`config.mk`:
```
export PLATFORM = sky130hd
export DESIGN_NAME = arm_fire_seq
export DESIGN_NICKNAME = d
export VERILOG_FILES = /design/src/rtl/arm_fire_seq.sv
export SDC_FILE = /design/constraint.sdc
export NUM_CORES = 1
export LEC_CHECK = 0
export BUFFER_PORTS_ARGS = -buffer_cell sky130_fd_sc_hd__buf_2
export CORE_MARGIN = 5
export CORE_UTILIZATION = 40
export CTS_CLUSTER_SIZE = 8
export DETAILED_ROUTE_END_ITERATION = 10
export PLACE_DENSITY = 0.7
export SLEW_MARGIN = 40
export SYNTH_ARGS = -nofsm -noshare
export SYNTH_HDL_FRONTEND = slang
export SYNTH_SLANG_ARGS = --single-unit
```
`constraint.sdc`:
```
create_clock -name clk -period 2.75 [get_ports clk]
set_input_delay 0.4125 -clock clk [delete_from_list [all_inputs] [get_ports clk]]
set_output_delay 0.4125 -clock clk [all_outputs]
set_load 0.01 [all_outputs]
```
`src/rtl/arm_fire_seq.sv`:
```
module arm_fire_seq #(
  parameter int CMD_W   = 4,
  parameter int TIMEOUT = 16,
  parameter int CNT_W   = 8,
  parameter logic [CMD_W-1:0] CODE_ARM  = 4'hA,
  parameter logic [CMD_W-1:0] CODE_FIRE = 4'h5
) (
  input  logic             clk,
  input  logic             rst_n,
  input  logic             cmd_valid,
  input  logic [CMD_W-1:0] cmd_code,
  input  logic             err_clr,
  output logic             ack,
  output logic             action,
  output logic             armed,
  output logic             err_flag,
  output logic [CNT_W-1:0] err_count
);
  localparam int TW = (TIMEOUT < 2) ? 1 : $clog2(TIMEOUT);
  localparam logic [TW-1:0]    LAST = TW'(TIMEOUT - 1);
  localparam logic [CNT_W-1:0] CMAX = '1;

  logic [TW-1:0] tmr_q;

  wire is_arm  = cmd_valid && (cmd_code == CODE_ARM);
  wire is_fire = cmd_valid && (cmd_code == CODE_FIRE);
  wire expire  = armed && !cmd_valid && (tmr_q == LAST);
  wire fault   = armed ? ((cmd_valid && !is_fire) || expire) : is_fire;
  wire accept  = cmd_valid && !fault;

  always_ff @(posedge clk) begin
    if (!rst_n) begin
      armed     <= 1'b0;
      tmr_q     <= '0;
      ack       <= 1'b0;
      action    <= 1'b0;
      err_flag  <= 1'b0;
      err_count <= '0;
    end else begin
      ack    <= accept;
      action <= armed && is_fire;
      armed  <= armed ? !(cmd_valid || expire) : is_arm;
      tmr_q  <= (armed && !cmd_valid) ? tmr_q + 1'b1 : '0;
      err_flag <= fault || (err_flag && !err_clr);
      if (err_clr)
        err_count <= fault ? CNT_W'(1) : '0;
      else if (fault && err_count != CMAX)
        err_count <= err_count + 1'b1;
    end
  end

  a_r1_action_from_armed: assert property (@(posedge clk) disable iff (!rst_n)
    action |-> $past(armed) && !armed && ack);
  a_r1_single_pulse: assert property (@(posedge clk) disable iff (!rst_n)
    action |=> !action);
  a_r4_window_bound: assert property (@(posedge clk) disable iff (!rst_n)
    armed |-> tmr_q <= LAST);
  a_r5_idle_fire: assert property (@(posedge clk) disable iff (!rst_n)
    (!armed && is_fire) |=> !ack && !action && err_flag);
  a_r7_sticky: assert property (@(posedge clk) disable iff (!rst_n)
    (err_flag && !err_clr) |=> err_flag);
  a_r8_saturate: assert property (@(posedge clk) disable iff (!rst_n)
    (err_count == CMAX && !err_clr) |=> err_count == CMAX);
endmodule

```
==> results of run 1 <==
## state kept, by name, summed over array words and instances, names as in the netlist
signal     count
err_count      8
tmr_q          4
ack            1
action         1
armed          1
err_flag       1
## worst paths after layout
| kind | slack [ns] | depth (start not counted) | from | end |
|---|---|---|---|---|
| setup / recovery | 1.03 | 6 | tmr_q[0] | err_count[7] |
| hold / removal | 0.44 | 2 | cmd_valid | ack |
| setup reg to reg | 1.03 | 6 | tmr_q[0] | err_count[7] |
| hold reg to reg | 0.45 | 1 | tmr_q[0] | tmr_q[0] |
## routing by layer
metal,track usage,share of wire,vias to the layer above,wire length [microns]
met5,0,0,-,0
met4,0.0766,0.022,0,34
met3,0.0310,0.043,4,67
met2,0.209,0.51,11,793
met1,0.134,0.42,298,657
li1,-,-,340,-
## stage by stage
stage | worst slack, ns | area [sq um] | utilization
after global routing | 0.842 | 887 | 0.508
after floorplan | 1.15 | 739 | -
after detailed placement | 0.948 | 851 | 0.487
after CTS | 1.02 | 887 | 0.508
final | 1.03 | 887 | 0.508
after global placement | 0.989 | 851 | 0.487
## area by class of cell
class	instances	area [sq um]	area share
sequential	16	320	0.361
clock buffer	4	36.3	0.0409
multi-input combinational	60	389	0.439
tap	25	31.3	0.0353
inverter	4	15.0	0.0169
timing repair buffer	19	95.1	0.107
## logic make-up (layout without fill, tap and decap cells)
group	Yosys count	after routing	share of synthesized area
simple gates	38	38	0.315
buf+inv	6	27	0.0406
fa+ha+maj	2	2	0.0338
xor+xnor	2	2	0.0237
compound gates	18	18	0.154
flops	16	16	0.433
## Yosys cell counts, drive strengths merged
cell type	number	area, sq um
xnor2	1	8.76
nor3	2	10.0
nand4	2	12.5
and4b	1	13.8
a211oi	1	12.5
nand2	4	15.0
nor4b	1	8.76
o211a	1	10.0
nor2b	2	12.5
and3	3	25.0
nand2b	2	12.5
o211ai	1	7.51
buf	1	11.3
or2	1	6.26
clkbuf	1	3.75
inv	4	15.0
o21ai	7	38.8
nor2	5	18.8
and4	2	20.0
xor2	1	8.76
ha	2	25.0
or3	5	31.3
dfxtp	16	320
nand3	6	30.0
a21oi	5	25.0
nand3b	1	7.51
nand4b	1	8.76
a21boi	1	7.51
a31oi	2	12.5
## layout by cell type (no fill, tap or decap)
| cell | netlist | final |
|---|---|---|
| clkbuf_4 | 0 | 3 |
| nand3b_1 | 1 | 1 |
| nor2b_1 | 2 | 2 |
| xnor2_1 | 1 | 1 |
| nand3_1 | 6 | 6 |
| and3_1 | 1 | 1 |
| and3_2 | 1 | 1 |
| dfxtp_1 | 16 | 16 |
| clkbuf_8 | 0 | 1 |
| nand2_1 | 4 | 4 |
| nor4b_1 | 1 | 1 |
| inv_1 | 4 | 4 |
| o21ai_0 | 6 | 6 |
| o211ai_1 | 1 | 1 |
| nand4_1 | 2 | 2 |
| a21oi_1 | 5 | 5 |
| nor2_1 | 5 | 5 |
| o21ai_2 | 1 | 1 |
| nor3_1 | 2 | 2 |
| ha_1 | 2 | 2 |
| a211oi_2 | 1 | 1 |
| and4b_4 | 1 | 1 |
| a21boi_0 | 1 | 1 |
| nand2b_1 | 2 | 2 |
| xor2_1 | 1 | 1 |
| a31oi_1 | 2 | 2 |
| or3_1 | 5 | 5 |
| buf_2 | 0 | 19 |
| o211a_1 | 1 | 1 |
| or2_2 | 1 | 1 |
| and4_2 | 2 | 2 |
| and3_4 | 1 | 1 |
| nand4b_1 | 1 | 1 |
## power by group
group / switching [W] / total (W) / internal [W]
sequential: 0.00000148 / 0.000235 / 0.000234
clock: 0.0000754 / 0.000156 / 0.0000805
combinational: 0.0000136 / 0.0000241 / 0.0000106
## critical path, delay by kind of cell (launching register included)
family,cells,cell delay (ns)
AOI/OAI and AO/OA,4,0.74
adders and majority gates,1,0.19
DFF,1,0.36
and+or+nand+nor,1,0.37
==> out/summary.txt, run 1 <==
WP data arrival - 1.94 ns
Row cnt - 15
Die area - 2810 sq um
Die height - 53.0 microns
Clock buffer depth - 2
Clk root buf - clkbuf_4
Count of final setup violators - 0
Total power - 0.000415 W
Slowest CP cell - or3_1
Net count reported at finish - 114
Min Tclk post-route - 1.72 ns
CP cell instances - ha_1, a31oi_1, a211oi_2, o21ai_2, or3_1, a21oi_1
1st-iter DRT viols - 7
Status - complete, no violations
Placed insts - 124
Fin crit share - 0.626
Type of origin of the critical path - register
Setup crit end kind - register
Top Ports - 20
Static leakage - 0.369 nW
Core Region - 1750 sq um
Maximum vdd drop - 281 uV
Relative slew slack - 0.726
Setup tns final - 0 ns
Max incr delay on CP - 0.37 ns
DRC viols - 0
Via count - 653
Number of synthesized register bits - 16
Register area share after synthesis - 0.433
Vias in the first global route - 599
Worst hold slack - 0.436 ns
GPL Wtd Cong - 0.785
Slew Viols, Final - 0
Initial antenna violation count - 0
# hold bufs at CTS - 0
Postcts setup bufs - 0
Post-DR vias/cell - 5.10
Clk_skew - 0.00478 ns
Clock buffer count from CTS - 3
Max Cap Viol - 0
Slew @ Worst Pin - 0.410 ns
Highest clock rate - 580 MHz
Wirelength per Cell - 12.1 microns
Synth Instances - 82
Routed Wire Length - 1.55 mm
Worst skew pair latency - 0.28 ns
Hold Violations, Final - 0
Clock Pin Slew Worst Setup and Hold Paths - 0.09 ns
Critical path peak fanout - 13
Mapped cell area - 739 sq um
GRT overflow - 0
Die W - 53.0 microns
IO buf count - 19
Detailed Place HPWL - 1.16 mm
Global-route wire length before repair - 2.51 mm
H-tree levels - 1
Worst min path class - input pin to register
TritonCTS clock tree - yes
Power Density - 468 nW/um^2
Initial core utilization - 0.424
Largest net degree at the start of global routing - 14
Sinks on Clock Net - 16
RSZ-0062 raised after global routing - no
Yosys warns - 0
Antenna fix cells - 0
Final Non-Filler Cells - 128
Pre-antenna DRT Iters - 4
Req. time, crit path - 2.97 ns
Antenna-violating nets left - 0
Share of cells above drive strength 1 - 0.301
Layout area overhead - 20.0%
Post-cts sizing count - 0
Gr usage total - 0.123
Unique cell type count in the Yosys netlist - 32
# fillers - 174
Syn_nets - 92
Syn avg cell area - 9.02 sq um
Setup CP Type - register to register
Note: power is estimated with default switching activity, not from simulation.
==> run 2: changes to the inputs <==
Settings changed: ABC_AREA from default to 1, PLACE_DENSITY 0.7 to 0.69.
Clock period 2.75 ns to 1.6 ns, I/O delays scaled along.
==> run 2 against run 1 <==
Against the previous run: critical path depth up 2; critical path type unchanged; die area up 9.7%; clock power up 35%; power up 63%; routed wire length up 8.1%; global-route usage down 0.45 points; via count up 20%.
==> out/summary.txt, run 2 <==
Max Cap Viol - 0
IO buf count - 19
GPL Wtd Cong - 0.788
Most frequent cells in the layout - nand2_1 (32), buf_2 (19), dfxtp_1 (16)
Top post-synthesis cells by area - dfxtp_1 (39%), nand2_1 (15%), inv_1 (6.3%)
Post-DR vias/cell - 4.72
RSZ-0062 raised after global routing - no
Syn_nets - 127
Hold Violations, Final - 0
Clk root buf - clkbuf_4
H-tree levels - 1
Antenna fix cells - 0
Number of synthesized register bits - 16
Worst skew pair latency - 0.29 ns
Slew @ Worst Pin - 0.280 ns
Via count - 784
Detailed Place HPWL - 1.31 mm
Largest Register - err_count
Syn avg cell area - 7.08 sq um
Mapped cell area - 828 sq um
Status - complete, no violations
Util after Layout - 0.499
Post-cts sizing count - 0
Clock Pin Slew Worst Setup and Hold Paths - 0.09 ns
M1 WL - 833 microns
Clock buffer depth - 2
Vias in the first global route - 697
Setup tns final - 0 ns
Hold Path Stages - 3
TritonCTS clock tree - yes
Worst min path class - input pin to register
Top layer in use - met4
Met3 wire length - 89 microns
Critical path peak fanout - 10
Synth async-reset ratio - 0
Min-delay src - cmd_valid
CP Launch Point - err_count[0]
Multi-input logic area - 443 sq um
Top Ports - 20
# fillers - 219
Highest clock rate - 732 MHz
Reg area - 320 sq um
# hold bufs at CTS - 0
Largest net degree at the start of global routing - 11
Share of cells above drive strength 1 - 0.252
Synth top cells by count - nand2_1 (32), dfxtp_1 (16), inv_1 (14), nor2_1 (14), a21oi_1 (9)
Biggest regs - err_count x8, tmr_q x4
Clock buffer count from CTS - 3
Routed Wire Length - 1.68 mm
Post-synth top area cell - dfxtp_1
Postcts setup bufs - 0
Cells on worst reg2reg path - 8
Top-count cell post-synth - nand2_1
Initial core utilization - 0.422
Clk_skew - 0.00944 ns
Min Tclk post-route - 1.37 ns
Share of the synthesized area in the top cell type - 0.387
Global-route wire length before repair - 2.90 mm
Initial antenna violation count - 0
DRC viols - 0
Worst reg2reg path endpoint - err_count[6]
Metal2 WL - 705 microns
Core Region - 1960 sq um
Max FFs per register - 8
Row cnt - 16
Gr usage total - 0.118
Fin crit share - 0.853
Synth Instances - 117
1st-iter DRT viols - 8
Register area share after synthesis - 0.387
Wirelength per Cell - 10.1 microns
GRT overflow - 0
Net count reported at finish - 151
Sinks on Clock Net - 16
Slew Viols, Final - 0
Pre-antenna DRT Iters - 4
Layout area overhead - 18.3%
Power Density - 689 nW/um^2
Die area - 3080 sq um
Unique cell type count in the Yosys netlist - 22
Req. time, crit path - 1.78 ns
Type of origin of the critical path - register
Worst hold slack - 0.184 ns
Maximum vdd drop - 431 uV
Static leakage - 0.446 nW
Antenna-violating nets left - 0
Die height - 55.5 microns
FF-to-FF Start - err_count[0]
Hold EP - ack
FF-to-FF setup slack - 0.23 ns
Top_reg_cell synth - dfxtp_1
Die W - 55.5 microns
Commonest non-fill, non-tap cell in the layout - nand2_1
Setup CP Type - register to register
WP data arrival - 1.54 ns
Setup crit end kind - register
Relative slew slack - 0.813
Count of final setup violators - 0
Post-synth EDFFs - 0
Yosys warns - 0
[run 2: cell count changes in the layout (fill, tap and decap cells not counted), sizes merged, moves of 2 or more]
cell    before  now
nand2        4   35
inv          4   16
nor2         5   16
or3          5    0
a21oi        5    9
nand3        6   10
and3         3    0
o21ai        7    4
and4         2    0
nand2b       2    0
nor2b        2    0
[run 2: layout make-up]
cell class / instances / area share
Tap cell: 27 / 0.0345
Multi-Input combinational cell: 84 / 0.452
Inverter: 17 / 0.0664
Clock buffer: 3 / 0.0230
Sequential cell: 16 / 0.327
Timing Repair Buffer: 19 / 0.0971
[run 2: how the worst max path moves through the flow]
stage / cells past startpoint / endpoint
floorplan: 8 / err_count[0]
global placement: 8 / err_count[0]
detailed placement: 7 / err_count[7]
CTS: 7 / err_count[7]
global route: 7 / err_count[4]
finish: 8 / err_count[6]
[run 2: power breakdown]
part           internal, W  switching (W)   total, W
Clock            0.0000874       0.000122   0.000210
Combinational    0.0000219      0.0000369  0.0000589
Sequential        0.000402     0.00000367   0.000406
Total             0.000512       0.000163   0.000675
[run 2: cell families (layout without fill, tap and decap cells)]
logic type	after synthesis	in the layout	share of synthesized area
fa+ha+maj	2	2	0.0302
simple gates	66	66	0.399
flops	16	16	0.387
compound gates	15	15	0.0952
buf+inv	17	39	0.0785
xor+xnor	1	1	0.0106
[run 2: worst max-delay path, cell delays in order (launching register included)]
cell,delay (ns)
dfxtp_1,0.41
ha_1,0.19
nand2_1,0.08
nor2_2,0.11
nand2_1,0.10
nand3_4,0.16
nand2_4,0.08
nand2_1,0.07
a21oi_1,0.05
[run 2: through the flow]
step	total power (W)	cell area (sq um)	setup slack, ns	cells
after floorplan	0.000452	828	0.332	117
after global placement	0.000474	957	0.241	163
after detailed placement	0.000475	957	0.252	163
after CTS	0.000679	980	0.221	166
after global routing	0.000694	980	0.0842	166
final	0.000675	980	0.234	166
[run 2: metal layers]
metal  track usage  vias to the layer above
li1              -                      418
met1         0.136                      344
met2         0.193                       18
met3        0.0256                        4
met4        0.0833                        0
met5             0                        -
==> run 3: changes to the inputs <==
Settings changed: ABC_AREA 1 to default, PLACE_DENSITY 0.69 to 0.7.
==> run 3 against run 2 <==
Against the previous run: the flow now finishes with violations (negative setup slack); register-to-register slack lost 0.25 ns; die area shrank 8.8%; global-route usage grew 1.8 points; clock skew shrank 0.0050 ns.
==> out/summary.txt, run 3 (same netlist as run 1, synthesis figures left out) <==
Commonest non-fill, non-tap cell in the layout - buf_2
Max FFs per register - 8
Fin crit share - 1.01
WP data arrival - 1.83 ns
Final Non-Filler Cells - 138
Biggest regs - err_count x8, tmr_q x4
Layout area overhead - 38.4%
Top Ports - 20
Reg area - 323 sq um
Hold Violations, Final - 0
Worst skew pair latency - 0.28 ns
Clock buffer depth - 2
Detailed Place HPWL - 1.18 mm
Max Cap Viol - 0
Slew @ Worst Pin - 0.327 ns
Power Density - 644 nW/um^2
Slew Viols, Final - 0
# fillers - 159
Type of origin of the critical path - register
IO buf count - 19
Slack of the critical path - -0.0159 ns
Gr usage total - 0.137
Core Region - 1750 sq um
Antenna-violating nets left - 0
Share of cells above drive strength 1 - 0.442
Via count - 730
Req. time, crit path - 1.82 ns
Min Tclk post-route - 1.62 ns
Setup crit end kind - register
Net count reported at finish - 125
Worst hold slack - 0.271 ns
Clk_skew - 0.00445 ns
Placed insts - 131
Most frequent cells in the layout - buf_2 (19), dfxtp_1 (14), buf_4 (10)
Multi-input logic area - 462 sq um
GRT overflow - 0
Relative slew slack - 0.781
Row cnt - 15
Initial antenna violation count - 0
Post-DR vias/cell - 5.29
Highest clock rate - 619 MHz
Die W - 53.0 microns
Clk root buf - clkbuf_4
Status - finished with violations
Largest Register - err_count
Count of final setup violators - 1
Clock buffer count from CTS - 3
DRC viols - 0
H-tree levels - 1
Initial core utilization - 0.424
GPL Wtd Cong - 0.743
Largest net degree at the start of global routing - 11
Worst min path class - input pin to register
Critical path peak fanout - 5
Maximum vdd drop - 481 uV
Clock Pin Slew Worst Setup and Hold Paths - 0.08 ns
Pre-antenna DRT Iters - 4
Routed Wire Length - 1.81 mm
Global-route wire length before repair - 2.85 mm
Static leakage - 0.419 nW
RSZ-0062 raised after global routing - yes
TritonCTS clock tree - yes
Antenna fix cells - 0
Sinks on Clock Net - 16
Vias in the first global route - 661
Setup CP Type - register to register
Die height - 53.0 microns
Failing checks - negative setup slack
1st-iter DRT viols - 21
Die area - 2810 sq um
Wirelength per Cell - 13.1 microns
[run 3: final timing paths]
check,from,endpoint,slack [ns],cells after the start
hold / removal,rst_n,armed,0.27,2
setup reg to reg,tmr_q[1],err_count[5],-0.02,6
setup / recovery,tmr_q[1],err_count[5],-0.02,6
hold reg to reg,err_count[5],err_count[5],0.50,2
[run 3: repair_timing]
item                                    CTS  global route
hold buffers                              0             0
endpoints found under the hold margin     0             0
pin swaps                                 1            14
endpoints found under the setup margin    6             8
gates cloned                              0             1
buffers inserted                          2             1
gates resized for setup                   2            14
[run 3: per-layer routing]
layer	GRT usage	vias up	wire (microns)
met5	0	-	0
met4	0.0298	0	24
met3	0.0676	4	121
met2	0.211	26	905
met1	0.170	335	759
li1	-	365	-
[run 3: where the power goes]
part           switching, W  internal (W)  total (W)
clock              0.000114     0.0000873   0.000201
combinational     0.0000304     0.0000249  0.0000553
sequential       0.00000164      0.000401   0.000403
[run 3: metrics by stage]
step                worst slack [ns]  setup TNS [ns]   util  cell area, sq um  power, W
floorplan                    0.00846               0      -               739  0.000437
global placement             0.00951               0  0.518               903  0.000455
detailed placement           -0.0321          -0.117  0.518               903  0.000456
CTS                          0.00345               0  0.547               955  0.000663
global route                  -0.109          -0.574  0.586              1020  0.000698
finish                       -0.0159         -0.0159  0.586              1020  0.000659
[run 3: area by class of cell]
cell class | instances | share of cell area
multi-input combinational | 61 | 0.451
sequential | 16 | 0.315
timing repair buffer | 29 | 0.166
tap | 25 | 0.0306
clock buffer | 3 | 0.0220
inverter | 4 | 0.0147
[run 3: critical path, cell delays in order (launching register included)]
cell and delay, ns:
dfxtp_2 0.36, ha_4 0.15, a31oi_4 0.10, a211oi_4 0.35, o21ai_2 0.15, or3_1 0.32
a21oi_1 0.13
